File: src/rtl/i2c_blk_pkg.sv
package i2c_blk_pkg;

  // Strobes from the control FSM to the register datapath
  typedef struct packed {
    logic       loadIndex;   // index <= data
    logic       loadWrCount; // remaining <= data
    logic       writeData;   // bank[index] <= data, advance
    logic       loadRdCount; // remaining <= count register
    logic       takeRead;    // advance after a transmitted byte
    logic [7:0] data;
  } ctrlStrobes_t;

  typedef enum logic [2:0] {
    BUS_IDLE, BUS_RX, BUS_RXACK, BUS_TX, BUS_TXACK, BUS_IGNORE
  } busState_t;

  typedef enum logic [1:0] {
    PH_ADDR, PH_INDEX, PH_COUNT, PH_WDATA
  } phase_t;

endpackage

File: src/rtl/i2c_blk_data.sv
module i2c_blk_data
  import i2c_blk_pkg::*;
#(
  parameter int DEPTH     = 16,
  parameter int CNT_REG   = 8,
  parameter int CNT_RESET = 16,
  localparam int IW       = $clog2(DEPTH)
) (
  input  logic               clk,
  input  logic               rstN,
  input  ctrlStrobes_t       strobes,
  output logic [7:0]         curByte,
  output logic [7:0]         countByte,
  output logic               countZero,
  output logic [IW-1:0]      curIndex,
  output logic [DEPTH*8-1:0] regView
);

  logic [7:0]    bank [DEPTH];
  logic [IW-1:0] index;
  logic [7:0]    remaining;
  logic          advance;

  assign advance = strobes.writeData || strobes.takeRead;

  always_ff @(posedge clk or negedge rstN) begin
    if (!rstN) begin
      for (int i = 0; i < DEPTH; i++)
        bank[i] <= (i == CNT_REG) ? 8'(CNT_RESET) : 8'h00;
    end else if (strobes.writeData) begin
      bank[index] <= strobes.data;
    end
  end

  always_ff @(posedge clk or negedge rstN) begin
    if (!rstN) begin
      index     <= '0;
      remaining <= '0;
    end else begin
      if (strobes.loadIndex)    index <= strobes.data[IW-1:0];
      else if (advance)         index <= index + 1'b1;
      if (strobes.loadWrCount)  remaining <= strobes.data;
      else if (strobes.loadRdCount) remaining <= bank[CNT_REG];
      else if (advance)         remaining <= remaining - 8'd1;
    end
  end

  assign curByte   = bank[index];
  assign countByte = bank[CNT_REG];
  assign countZero = (remaining == 8'd0);
  assign curIndex  = index;

  for (genvar g = 0; g < DEPTH; g++) begin : gView
    assign regView[g*8 +: 8] = bank[g];
  end

endmodule

File: src/rtl/i2c_blk_ctrl.sv
module i2c_blk_ctrl
  import i2c_blk_pkg::*;
#(
  parameter logic [6:0] DEV_ADDR = 7'h6A
) (
  input  logic         clk,
  input  logic         rstN,
  input  logic         sclIn,
  input  logic         sdaIn,
  input  logic [7:0]   curByte,
  input  logic [7:0]   countByte,
  input  logic         countZero,
  output logic         sdaOe,
  output logic         sclLevel,
  output logic         sdaLevel,
  output ctrlStrobes_t strobes
);

  logic [1:0] sclS, sdaS;
  logic       sclP, sdaP;
  logic       sclQ, sdaQ;
  logic       startDet, stopDet, sclRise, sclFall;

  always_ff @(posedge clk or negedge rstN) begin
    if (!rstN) begin
      sclS <= 2'b11;
      sdaS <= 2'b11;
      sclP <= 1'b1;
      sdaP <= 1'b1;
    end else begin
      sclS <= {sclS[0], sclIn};
      sdaS <= {sdaS[0], sdaIn};
      sclP <= sclS[1];
      sdaP <= sdaS[1];
    end
  end

  assign sclQ     = sclS[1];
  assign sdaQ     = sdaS[1];
  assign sclLevel = sclQ;
  assign sdaLevel = sdaQ;
  assign startDet = sclQ && sclP && sdaP && !sdaQ;
  assign stopDet  = sclQ && sclP && !sdaP && sdaQ;
  assign sclRise  = sclQ && !sclP;
  assign sclFall  = !sclQ && sclP;

  busState_t  state;
  phase_t     phase;
  logic [2:0] bitCnt;
  logic [7:0] shReg;
  logic       ackOn, ackPhase, readMode, lastBit, sdaOeR;
  logic [7:0] rxFull;
  logic       byteDone;

  assign rxFull   = {shReg[6:0], sdaQ};
  assign byteDone = (state == BUS_RX) && sclRise && (bitCnt == 3'd7);

  always_comb begin
    strobes             = '0;
    strobes.data        = rxFull;
    strobes.loadIndex   = byteDone && (phase == PH_INDEX);
    strobes.loadWrCount = byteDone && (phase == PH_COUNT);
    strobes.writeData   = byteDone && (phase == PH_WDATA) && !countZero;
    strobes.loadRdCount = byteDone && (phase == PH_ADDR) && (rxFull == {DEV_ADDR, 1'b1});
    strobes.takeRead    = (state == BUS_TXACK) && sclFall && ackPhase && ackOn && !countZero;
  end

  always_ff @(posedge clk or negedge rstN) begin
    if (!rstN) begin
      state    <= BUS_IDLE;
      phase    <= PH_ADDR;
      bitCnt   <= '0;
      shReg    <= '0;
      ackOn    <= 1'b0;
      ackPhase <= 1'b0;
      readMode <= 1'b0;
      lastBit  <= 1'b0;
      sdaOeR   <= 1'b0;
    end else if (startDet) begin
      state    <= BUS_RX;
      phase    <= PH_ADDR;
      bitCnt   <= '0;
      readMode <= 1'b0;
      lastBit  <= 1'b0;
      sdaOeR   <= 1'b0;
    end else if (stopDet) begin
      state  <= BUS_IDLE;
      sdaOeR <= 1'b0;
    end else begin
      case (state)
        BUS_RX: if (sclRise) begin
          shReg  <= rxFull;
          bitCnt <= bitCnt + 3'd1;
          if (bitCnt == 3'd7) begin
            state    <= BUS_RXACK;
            ackPhase <= 1'b0;
            ackOn    <= 1'b1;
            case (phase)
              PH_ADDR: begin
                if (rxFull == {DEV_ADDR, 1'b0})      phase    <= PH_INDEX;
                else if (rxFull == {DEV_ADDR, 1'b1}) readMode <= 1'b1;
                else                                 ackOn    <= 1'b0;
              end
              PH_INDEX: phase <= PH_COUNT;
              PH_COUNT: phase <= PH_WDATA;
              default:  ;
            endcase
          end
        end
        BUS_RXACK: if (sclFall) begin
          if (!ackPhase) begin
            sdaOeR   <= ackOn;
            ackPhase <= 1'b1;
          end else if (!ackOn) begin
            sdaOeR <= 1'b0;
            state  <= BUS_IGNORE;
          end else if (readMode) begin
            shReg   <= countByte;
            sdaOeR  <= ~countByte[7];
            state   <= BUS_TX;
            bitCnt  <= '0;
            lastBit <= 1'b0;
          end else begin
            sdaOeR <= 1'b0;
            state  <= BUS_RX;
            bitCnt <= '0;
          end
        end
        BUS_TX: begin
          if (sclRise) begin
            bitCnt <= bitCnt + 3'd1;
            if (bitCnt == 3'd7) lastBit <= 1'b1;
          end else if (sclFall) begin
            if (lastBit) begin
              sdaOeR   <= 1'b0;
              state    <= BUS_TXACK;
              ackPhase <= 1'b0;
              lastBit  <= 1'b0;
            end else begin
              shReg  <= {shReg[6:0], 1'b0};
              sdaOeR <= ~shReg[6];
            end
          end
        end
        BUS_TXACK: begin
          if (sclRise) begin
            ackOn    <= !sdaQ;
            ackPhase <= 1'b1;
          end else if (sclFall && ackPhase) begin
            if (ackOn && !countZero) begin
              shReg  <= curByte;
              sdaOeR <= ~curByte[7];
              state  <= BUS_TX;
              bitCnt <= '0;
            end else begin
              state <= BUS_IGNORE;
            end
          end
        end
        default: ;
      endcase
    end
  end

  assign sdaOe = sdaOeR;

endmodule

File: src/rtl/i2c_blk_slave.sv
module i2c_blk_slave
  import i2c_blk_pkg::*;
#(
  parameter int         DEPTH     = 16,
  parameter int         CNT_REG   = 8,
  parameter int         CNT_RESET = 16,
  parameter logic [6:0] DEV_ADDR  = 7'h6A
) (
  input  logic               clk,
  input  logic               rstN,
  input  logic               sclIn,
  input  logic               sdaIn,
  output logic               sdaOe,
  output logic [DEPTH*8-1:0] regView
);

  localparam int IW = $clog2(DEPTH);

  ctrlStrobes_t  strobes;
  logic [7:0]    curByte, countByte;
  logic          countZero, sclLevel, sdaLevel;
  logic [IW-1:0] curIndex;

  i2c_blk_ctrl #(.DEV_ADDR(DEV_ADDR)) uCtrl (
    .clk(clk), .rstN(rstN), .sclIn(sclIn), .sdaIn(sdaIn),
    .curByte(curByte), .countByte(countByte), .countZero(countZero),
    .sdaOe(sdaOe), .sclLevel(sclLevel), .sdaLevel(sdaLevel), .strobes(strobes)
  );

  i2c_blk_data #(.DEPTH(DEPTH), .CNT_REG(CNT_REG), .CNT_RESET(CNT_RESET)) uData (
    .clk(clk), .rstN(rstN), .strobes(strobes),
    .curByte(curByte), .countByte(countByte), .countZero(countZero),
    .curIndex(curIndex), .regView(regView)
  );

endmodule

File: config.mk
export PLATFORM = sky130hd
export DESIGN_NAME = i2c_blk_slave
export DESIGN_NICKNAME = d
export VERILOG_FILES = /design/src/rtl/i2c_blk_pkg.sv /design/src/rtl/i2c_blk_data.sv /design/src/rtl/i2c_blk_ctrl.sv /design/src/rtl/i2c_blk_slave.sv
export SDC_FILE = /design/constraint.sdc
export NUM_CORES = 1
export LEC_CHECK = 0
export BUFFER_PORTS_ARGS = -buffer_cell sky130_fd_sc_hd__buf_4
export CORE_MARGIN = 4
export CORE_UTILIZATION = 55
export DETAILED_ROUTE_END_ITERATION = 6
export PLACE_DENSITY = 0.78
export SYNTH_ARGS = -nofsm -noshare
export SYNTH_HDL_FRONTEND = slang
export SYNTH_SLANG_ARGS = --single-unit
File: constraint.sdc
create_clock -name clk -period 7.7 [get_ports clk]
set_clock_uncertainty 0.2 [all_clocks]
set_input_delay 0.77 -clock clk [delete_from_list [all_inputs] [get_ports clk]]
set_output_delay 0.77 -clock clk [all_outputs]
set_load 0.05 [all_outputs]
* Yosys cells after proc, flatten, opt, wreduce, memory -nomap -nowiden *
Cells that the tools add are included.

cells by class
  add/subtract/negate cells = 3
  multipliers = 0
  divide/modulo/power cells = 0
  magnitude comparators = 2
  equality and inequality tests = 47
  shift operators = 0
  multiplexer cells = 101
  bitwise logic cells = 6
  reduce and logical (&&, ||, !) cells = 54

operators by type and width
  kind                                                   count
  bitwise mux 128 bit                                    1
  2-to-1 mux 7 bit                                       11
  2-to-1 mux 3 bit                                       22
  2-to-1 mux 8 bit                                       6
  2-to-1 mux 1 bit                                       42
  binary-select mux 8 bit (select 4 bit)                 1
  demux 8 bit (select 4 bit)                             1
  one-hot mux 7 bit (4 select lines)                     1
  inequality test 4 x 1 -> 1 bit, second input constant  6
  logical AND 1 bit                                      22
  inequality test 2 x 1 -> 1 bit, second input constant  10
  inequality test 4 x 2 -> 1 bit, second input constant  5
  AND reduction 10 bit                                   2
  equality test 8 bit, second input constant             2
  inequality test 3 x 1 -> 1 bit, second input constant  5
  2-to-1 mux 2 bit                                       7
  AND reduction 14 bit                                   1
  AND reduction 7 bit                                    2
  nonzero test 2 bit                                     7
  inequality test 2 bit, second input constant           6
  inequality test 3 x 2 -> 1 bit, second input constant  4
  one-hot mux 3 bit (4 select lines)                     1
  AND reduction 6 bit                                    2
  nonzero test 4 bit                                     3
  other kinds (29)                                       43

storage, ports and cells
  bits in registers = 166
  latch bits = 0
  bits in writable memories = 0
  memory bits (read-only) = 0
  input port bits = 4
  output and inout bits = 129
  memories = 0

* Logic depth before layout (Yosys ltp) *
Gate-level depths: netlist of the first run.

  depth in word-level cells = 11
  gate-level depth with buffers = 9
  mapped depth without buffers = 7

* Hierarchy *
A second synthesis of the first run with hierarchy kept.

unflattened totals
  cell total of the unflattened synthesis = 668
  area total of the unflattened synthesis = 8569.5 µm²

by module, submodules not included
  module        instances  cells each  area an instance (µm²)
  i2c_blk_data  1          474         6799.0
  i2c_blk_ctrl  1          194         1770.4

* Least setup slack after synthesis of the first run *
No wires, ideal clock.

  path kind = register to register
  start = register uData.remaining[3]
  end = register uData.bank (netlist bit uData.regView[104])
  library setup time = 0.125 ns
  arrival time = 2.280 ns
  required time = 7.375 ns
  setup slack = 5.096 ns
  stages on the path, launching flop included = 8
  path buffers = 2
  clock period less this slack = 2.604 ns
  cell sequence = dfrtp_1 or4_4 or4_1 buf_2 and4_1 buf_6 nand3_4 mux2_2

on the way
  word-level cells in the longest chain between the ends = 3

RTL lines
  what                            line                text
  start: declaration              i2c_blk_data.sv:21  logic [7:0] remaining;
  start signal: assignment        i2c_blk_data.sv:42  if (strobes.loadWrCount) remaining <= strobes.data;
  start signal: assignment        i2c_blk_data.sv:43  else if (strobes.loadRdCount) remaining <= bank[CNT_REG];
  start signal: assignment        i2c_blk_data.sv:44  else if (advance) remaining <= remaining - 8'd1;
  zero test 8 bit                 i2c_blk_data.sv:50  assign countZero = (remaining == 8'd0);
  zero test 1 bit                 i2c_blk_ctrl.sv:63  strobes.writeData = byteDone && (phase == PH_WDATA) && !countZero;
  logical AND 1 bit               i2c_blk_ctrl.sv:63
  end signal: indexed assignment  i2c_blk_data.sv:29  bank[i] <= (i == CNT_REG) ? 8'(CNT_RESET) : 8'h00;
  end signal: indexed assignment  i2c_blk_data.sv:31  bank[index] <= strobes.data;
  end: declaration                i2c_blk_data.sv:19  logic [7:0] bank [DEPTH];

No other way between the ends.
A chain may end at the register's enable or synchronous reset.

* Final worst setup path of the first run *
  start = register uCtrl.state[2]
  end = register uData.remaining[1]

on the way
  word-level cells in the longest chain between the ends = 7
  elaborated cells on any way between the ends = 17
  those cells by class = 2 x eq/ne; 2 x mux; 13 x reduce/logical

RTL lines
  what                                                                 line                                                        text
  start: declaration                                                   i2c_blk_ctrl.sv:47                                          busState_t state;
  start signal: assignment                                             i2c_blk_ctrl.sv:70                                          state <= BUS_IDLE;
  start signal: assignment                                             i2c_blk_ctrl.sv:80                                          state <= BUS_RX;
  start signal: assignment                                             i2c_blk_ctrl.sv:87                                          state <= BUS_IDLE;
  equality test 3 x 1 -> 1 bit or equality test 3 bit (tied branches)  i2c_blk_ctrl.sv:56, i2c_blk_ctrl.sv:65
  logical AND 1 bit, on equally long branches (2 in a row)             i2c_blk_ctrl.sv:56, i2c_blk_ctrl.sv:65
  logical AND 1 bit, on equally long branches (2 in a row)             i2c_blk_ctrl.sv:64, i2c_blk_ctrl.sv:63, i2c_blk_ctrl.sv:65
  2-to-1 mux 8 bit or logical OR 1 bit (tied branches)                 i2c_blk_data.sv:43, i2c_blk_data.sv:24
  2-to-1 mux 8 bit or nonzero test 3 bit (tied branches)               -

Several ways; a longest one is shown, not always the timed one.

==> results of run 1 <==
==> sequential cells by signal, indices dropped and copies added (netlist names), 2 cells and up <==
name,flops
uData.regView,120
uCtrl.sdaS,2
uData.remaining,8
uCtrl.sclS,2
uCtrl.bitCnt,3
uData.countByte,8
uCtrl.state,3
uCtrl.phase,2
uCtrl.shReg,7
uData.curIndex,4
==> cell families after synthesis <==
group	count (synthesis)	synth area share [%]
adder cells (fa/ha/maj)	12	1.76
buffers and inverters	63	3.19
flip-flops	166	48.7
AO/OA/AOI/OAI	98	7.91
XOR/XNOR	12	1.23
multiplexers	176	27.1
AND/OR/NAND/NOR	132	10.1
==> cells in the mapped netlist (all sizes together), types with 7 or more instances <==
| library cell | n | area [µm²] |
|---|---|---|
| o22a | 9 | 78.8 |
| mux2 | 131 | 1480 |
| ha | 12 | 150 |
| o21ai | 20 | 100 |
| a21oi | 16 | 80.1 |
| clkbuf | 37 | 139 |
| nor3 | 9 | 45.0 |
| nand3 | 21 | 155 |
| mux2i | 14 | 140 |
| mux4 | 31 | 698 |
| xnor2 | 8 | 70.1 |
| inv | 12 | 45.0 |
| buf | 14 | 88.8 |
| dfstp | 7 | 184 |
| nor2b | 7 | 43.8 |
| a22o | 8 | 70.1 |
| nor2 | 17 | 63.8 |
| a31oi | 9 | 56.3 |
| dfrtp | 159 | 3980 |
| nand2 | 39 | 236 |
==> per-layer routing <==
layer	wire length, µm	share of wire [%]	GRT usage [%]	vias to the layer above
li1	-	-	-	2679
met1	10300	43	38.0	3158
met2	11600	48	44.4	231
met3	1510	6.3	6.73	46
met4	598	2.5	8.95	0
met5	0	0	0	-
==> worst reg2reg max path, stage by stage (launching register included) <==
cell and delay, ns:
dfrtp_1 0.68, nor3b_2 0.98, a2bb2oi_1 0.20, o211ai_1 0.84, o21ai_0 0.21, o22ai_1 0.16
==> how the worst min path moves through the flow <==
stage | start | slack [ns] | endpoint
global route | uCtrl.sclS[0]$_DFF_PN1_ | 0.16 | uCtrl.sclS[1]$_DFF_PN1_
floorplan | uCtrl.sclS[0]$_DFF_PN1_ | 0.15 | uCtrl.sclS[1]$_DFF_PN1_
finish | uCtrl.sclS[0]$_DFF_PN1_ | 0.16 | uCtrl.sclS[1]$_DFF_PN1_
detailed placement | uCtrl.sdaS[0]$_DFF_PN1_ | 0.15 | uCtrl.sdaS[1]$_DFF_PN1_
CTS | uCtrl.sdaS[0]$_DFF_PN1_ | 0.16 | uCtrl.sdaS[1]$_DFF_PN1_
global placement | uCtrl.sclS[0]$_DFF_PN1_ | 0.15 | uCtrl.sclS[1]$_DFF_PN1_
==> power groups by stage <==
stage,combinational (mW),clock [mW],sequential [mW]
floorplan,0.237,0,0.948
global placement,0.212,0,1.07
detailed placement,0.219,0,1.07
CTS,0.220,0.847,1.05
global route,0.246,0.885,1.07
finish,0.220,0.837,1.06
==> per-stage QoR <==
| step | util [%] | setup slack (ns) | hold slack [ns] | area [µm²] | power, mW |
|---|---|---|---|---|---|
| floorplan | - | 5.10 | 0.145 | 8540 | 1.18 |
| global placement | 63.0 | 4.48 | 0.145 | 9580 | 1.28 |
| CTS | 66.8 | 4.43 | 0.158 | 10200 | 2.12 |
| detailed placement | 63.0 | 4.44 | 0.147 | 9580 | 1.29 |
| finish | 66.8 | 4.35 | 0.157 | 10200 | 2.12 |
| global route | 66.8 | 4.00 | 0.162 | 10200 | 2.20 |
==> layout make-up <==
| class | instances | area [µm²] |
|---|---|---|
| fillers | 1107 | 5040 |
| flip-flops and latches | 166 | 4160 |
| multi-input cells | 430 | 4110 |
| repair buffers | 137 | 1030 |
| clock buffers | 20 | 467 |
| well taps | 188 | 235 |
| clock inverters | 12 | 114 |
| inverters | 12 | 45.0 |
==> results.md, run 1 <==
* Status: finished clean
* Drt via density at 6.34
* Post-synth ARST share at 100%
* H-Tree Depth at 4
* Setup TNS at 0 ns
* Req. time, crit path at 7.83 ns
* Distinct cell type count after synthesis at 63
* Vias in the first global route at 6438
* R2R setup slack at 4.35 ns
* Post-route ant nets at 0
* HPWL after DPL at 16.4 mm
* Max Clk Rate at 0.299 GHz
* Switch share at 29.9%
* Io pins at 133
* Hold path cells at 0
* Initial Utilization at 56.2%
* Period utilization at 43.5%
* Worst vdd ir at 0.155 mV
* CTS tree: built
* DRC at 0
* Most frequent cells in the layout: dfrtp_1 (158), buf_4 (136), mux2_2 (119)
* GRT Resource Usage Total at 27.8%
* RSZ-0062 raised after global routing: no
* Placed Instances at 933
* Worst slew margin at 26.3%
* Cell count after synthesis at 659
* CTS Buffer Depth at 2
* Post-CTS Hold Buffers at 0
* Root buf cell: clkbuf_16
* WL/cell at 24.8 µm
* Warnings from Yosys at 0
* Area Growth Syn to Fin at 19.0%
* Pin count of the biggest net entering global routing at 85
* Sequential share of the synthesized area at 48.7%
* Post-CTS Setup Bufs at 0
* Crit Path Max Fanout at 21
* Tmin final at 3.35 ns
* CP Buf/Inv Count at 0
* Slowest CP cell: nor3b_2
* Comb power frac at 10.4%
* Worst setup EP type: register
* Static leakage at 5.03 nW
* Overflow after GRT at 0
* Clk sinks at 166
* WP depth at 5
* CP arrival at 3.48 ns
* Drt initial violations at 427
* CP startpoint: uCtrl.state[2]$_DFFE_PN0P_
* Sequential power share at 50.0%
* Synth Register Bits at 166
* Placer Congestion at 0.940
* Hold Path Class: register to register
* Main synth FF type: dfrtp_1
* Post-cts resize count at 0
* CP cell instances: nor3b_2 > a2bb2oi_1 > o211ai_1 > o21ai_0 > o22ai_1
* Ant diodes at 0
* Final WL at 23.9 mm
* Pwr per Cell Area at 208 nW/µm²
* Die Area at 17600 µm²
* Post-Syn Nets at 675
* R2R cell count at 5
* FF-to-FF End: uData.remaining[1]$_DFFE_PN0P_
* Switching power at 0.633 mW
* Core Rows at 45
* Syn Area/Cell at 13.0 µm²
* Max Cap Violations at 0
* Worst-Skew Late Latency at 0.43 ns
* Post-synth EDFFs at 0
* Die Y at 133 µm
* Die Wd at 133 µm
* Commonest non-fill, non-tap cell in the layout: dfrtp_1
* Final setup viols at 0
* Max Slew Vio Count at 0
* Internal at 1.48 mW
* CTS buffer count at 17
* First-pass GRT wire length at 38.0 mm
* Reg clk slew, reported paths at 0.06 ns
* Share of cells above drive strength 1 at 44.7%
* Clock network fraction of design power at 39.6%
* Nets at 780
* Initial antenna violation count at 0
* Cell family with most CP delay: compound AO/OA/AOI/OAI gates
* Non-filler cells, final at 965
* Mapped cell area at 8540 µm²
* R2R Path Start: uCtrl.state[2]$_DFFE_PN0P_
* Worst Tran Pin Value at 1.10 ns
* Delay of the slowest critical-path stage at 0.97 ns
* First-pass DRT Iterations at 4
* Fin. Hold Viols at 0
* Buffers on Ports at 132
* CP Capture Point: uData.remaining[1]$_DFFE_PN0P_
* Critical path type: register to register
* Vias at 6114
* CORE AREA at 15200 µm²
* Crit start category: register
Note: power is estimated with default switching activity, not from simulation.
==> run 2: changes to the inputs <==
--- a/config.mk
+++ b/config.mk
@@ -5,11 +5,12 @@
 export SDC_FILE = /design/constraint.sdc
 export NUM_CORES = 1
 export LEC_CHECK = 0
+export ABC_AREA = 1
 export BUFFER_PORTS_ARGS = -buffer_cell sky130_fd_sc_hd__buf_4
 export CORE_MARGIN = 4
 export CORE_UTILIZATION = 55
 export DETAILED_ROUTE_END_ITERATION = 6
-export PLACE_DENSITY = 0.78
+export PLACE_DENSITY = 0.77
 export SYNTH_ARGS = -nofsm -noshare
 export SYNTH_HDL_FRONTEND = slang
 export SYNTH_SLANG_ARGS = --single-unit
==> constraint.sdc (replaced) <==
create_clock -name clk -period 3.2 [get_ports clk]
set_clock_uncertainty 0.2 [all_clocks]
set_input_delay 0.32 -clock clk [delete_from_list [all_inputs] [get_ports clk]]
set_output_delay 0.32 -clock clk [all_outputs]
set_load 0.05 [all_outputs]
==> run 2 against run 1 <==
  * Total power increased to 2.9 times the previous value
  * Sequential power grew 120%
  * Synthesized cell count rose by 91%
  * Fmax increased by 40%
  * Global-route usage grew 1.9 points
  * Cell area up 9.1%
  * Clock power rose to 2.5 times the previous value
  * Flip-flop and latch count unchanged
  * Die area up 8.7%
  * Combinational power grew to 7.6 times the previous value
==> results.md, run 2 <==
* Core Rows at 47
* Worst vdd ir at 0.436 mV
* M2 GR Usage at 46.5%
* Die Area at 19100 µm²
* Main synth FF type: dfrtp_1
* FF-to-FF End: uCtrl.sdaOe$_DFFE_PN0P_
* Comb power frac at 27.2%
* R2R cell count at 10
* First-pass GRT wire length at 45.7 mm
* Area share of fa/ha/maj cells after synthesis at 1.61%
* HPWL after DPL at 19.8 mm
* Ant diodes at 0
* Commonest non-fill, non-tap cell in the layout: nand2_1
* Nets at 1391
* Warnings from Yosys at 0
* CTS buffer count at 17
* Met1 Track Usage GR at 42.2%
* Internal at 3.78 mW
* Minimum hold slack at 0.157 ns
* Critical path type: register to register
* Hold path cells at 0
* Largest family of logic cells by synthesized area: simple AND/OR/NAND/NOR gates
* Most frequent cell after synthesis: nand2_1
* Switch share at 38.6%
* Place WS at 0.830 ns
* Most frequent cells after synthesis: nand2_1 (498), dfrtp_1 (159), inv_1 (127)
* RSZ-0062 raised after global routing: no
* WHS Endpoint: uCtrl.sclS[1]$_DFF_PN1_
* Largest cells by area after synthesis: dfrtp_1 (43%), nand2_1 (20%), inv_1 (5.1%)
* Cell count after synthesis at 1256
* Final core utilization at 66.9%
* WL/cell at 17.4 µm
* Hold Path Class: register to register
* Static leakage at 6.03 nW
* Hold_sp: uCtrl.sclS[0]$_DFF_PN1_
* Post-route ant nets at 0
* Dpl cell area at 10400 µm²
* Worst slew margin at 36.7%
* DRC at 0
* Initial antenna violation count at 0
* Drt via density at 5.44
* Syn Area/Cell at 7.43 µm²
* Grt peak-use layer: met2
* Final Total Pwr at 6.15 mW
* Yosys top cell area share at 42.6%
* Vias in the first global route at 8354
* Status: finished clean
* Synth Register Bits at 166
* H-Tree Depth at 4
* Clock network fraction of design power at 34.7%
* R2R setup slack at 0.80 ns
* GRT met3 Usage at 5.94%
* Sequential power share at 38.1%
* Post-synthesis simple-gate area fraction at 33.6%
* Xor/xnor share of the synthesized area at 0.469%
* Pin count of the biggest net entering global routing at 65
* R2R Path Start: uData.curIndex[0]$_DFFE_PN0P_
* GRT Resource Usage Total at 29.7%
* CTS Buffer Depth at 2
* Io pins at 133
* Final setup viols at 0
* CTS tree: built
* Drt initial violations at 748
* Max Slew Vio Count at 0
* Distinct cell type count after synthesis at 39
* Setup TNS at 0 ns
* Worst-Skew Late Latency at 0.44 ns
* CORE AREA at 16600 µm²
* Pwr per Cell Area at 555 nW/µm²
* Die Wd at 138 µm
* Die Y at 138 µm
* Root buf cell: clkbuf_16
* Share of cells above drive strength 1 at 19.5%
* Worst setup EP type: register
* Final WL at 28.0 mm
* Max reg flops at 120
* Switching power at 2.38 mW
* First-pass DRT Iterations at 5
* Finished Cell Area at 11100 µm²
* Post-Syn Nets at 1272
* Reg clk slew, reported paths at 0.07 ns
* Initial Utilization at 56.3%
* Vias at 8747
* CP arrival at 2.53 ns
* Most frequent cells in the layout: nand2_1 (498), dfrtp_1 (158), buf_4 (151)
* Placed Instances at 1573
* Period utilization at 74.9%
* Fin. Hold Viols at 0
* Buffers on Ports at 132
* Placer Congestion at 0.909
* Sequential share of the synthesized area at 44.6%
* Mapped cell area at 9330 µm²
* Dominant cell type by area after synthesis: dfrtp_1
* Post-cts resize count at 0
* Post-CTS Setup Bufs at 0
* Worst Tran Pin Value at 0.948 ns
* Max Clk Rate at 0.417 GHz
* Tmin final at 2.40 ns
* Post-synth EDFFs at 0
* Area Growth Syn to Fin at 18.9%
* Mux cell area share after synthesis at 0%
* Non-filler cells, final at 1608
* Max Cap Violations at 0
* Req. time, crit path at 3.33 ns
* Crit Path Max Fanout at 40
* Crit start category: register
* Overflow after GRT at 0
* Setup ws final at 0.804 ns
* Post-synth ARST share at 100%
* Clk sinks at 166
* Compound-Gate Fraction of Synth Area at 10.5%
==> run 2: cell count changes after synthesis, sizes merged, moves of 14 or more <==
cell   previous run  this run
nand2            39       515
mux2            131         0
o21ai            20       148
inv              12       133
nor2             17        92
nand3            21        94
mux4             31         0
buf              14        33
mux2i            14         0
==> run 2: kinds of logic after synthesis <==
| logic type | Yosys count |
|---|---|
| AOI/OAI and AO/OA | 165 |
| adders and majority gates | 12 |
| and+or+nand+nor | 717 |
| DFF | 166 |
| xor gates and xnor gates | 5 |
| buffers and inverters | 191 |
==> run 2: what timing repair did <==
action / in CTS / in global routing
endpoints found under the setup margin: 0 / 0
hold buffers: 3 / 0
hold endpoints to repair: 57 / 0
==> run 2: power groups by stage <==
stage	logic [mW]	registers [mW]	clock network [mW]
floorplan	1.05	2.36	0
global placement	1.62	2.37	0
detailed placement	1.64	2.38	0
CTS	1.66	2.34	2.14
global route	1.84	2.36	2.24
finish	1.68	2.34	2.13
==> run 2: cell type report <==
| class | count | area, µm² |
|---|---|---|
| flip-flops and latches | 166 | 4160 |
| fillers | 1413 | 5490 |
| repair buffers | 157 | 1210 |
| multi-input cells | 899 | 4310 |
| clock inverters | 14 | 176 |
| inverters | 134 | 508 |
| well taps | 220 | 275 |
| clock buffers | 18 | 439 |
==> run 2: worst max path at each step <==
stage                                       start                             end  slack [ns]  cells after the start
floorplan           uData.curIndex[0]$_DFFE_PN0P_  uData.countByte[6]$_DFFE_PN0P_        1.07                     10
global placement      uCtrl.bitCnt[0]$_DFFE_PN0P_   uData.curIndex[0]$_DFFE_PN0P_        0.88                     10
detailed placement    uCtrl.bitCnt[0]$_DFFE_PN0P_  uData.regView[103]$_DFFE_PN0P_        0.83                      9
CTS                 uData.curIndex[0]$_DFFE_PN0P_         uCtrl.sdaOe$_DFFE_PN0P_        0.81                     10
global route           uCtrl.state[0]$_DFFE_PN0P_      uCtrl.shReg[6]$_DFFE_PN0P_        0.66                      8
finish              uData.curIndex[0]$_DFFE_PN0P_         uCtrl.sdaOe$_DFFE_PN0P_        0.80                     10
==> run 2: worst max-delay path, stage by stage, from the launching register on <==
cell      delay (ns)
dfrtp_2         0.51
inv_2           0.56
nand2_1         0.14
nand2_1         0.09
nand2_1         0.04
a21boi_0        0.37
nor2_1          0.10
nand2_1         0.09
nand2_1         0.06
nand2_1         0.07
nand2_1         0.05
==> run 2: routing by layer <==
layer | share of wire (%) | routed length, µm | up-vias
li1 | - | - | 4187
met1 | 43 | 12100 | 4128
met2 | 47 | 13200 | 380
met3 | 8.0 | 2250 | 52
met4 | 1.9 | 537 | 0
met5 | 0 | 0 | -
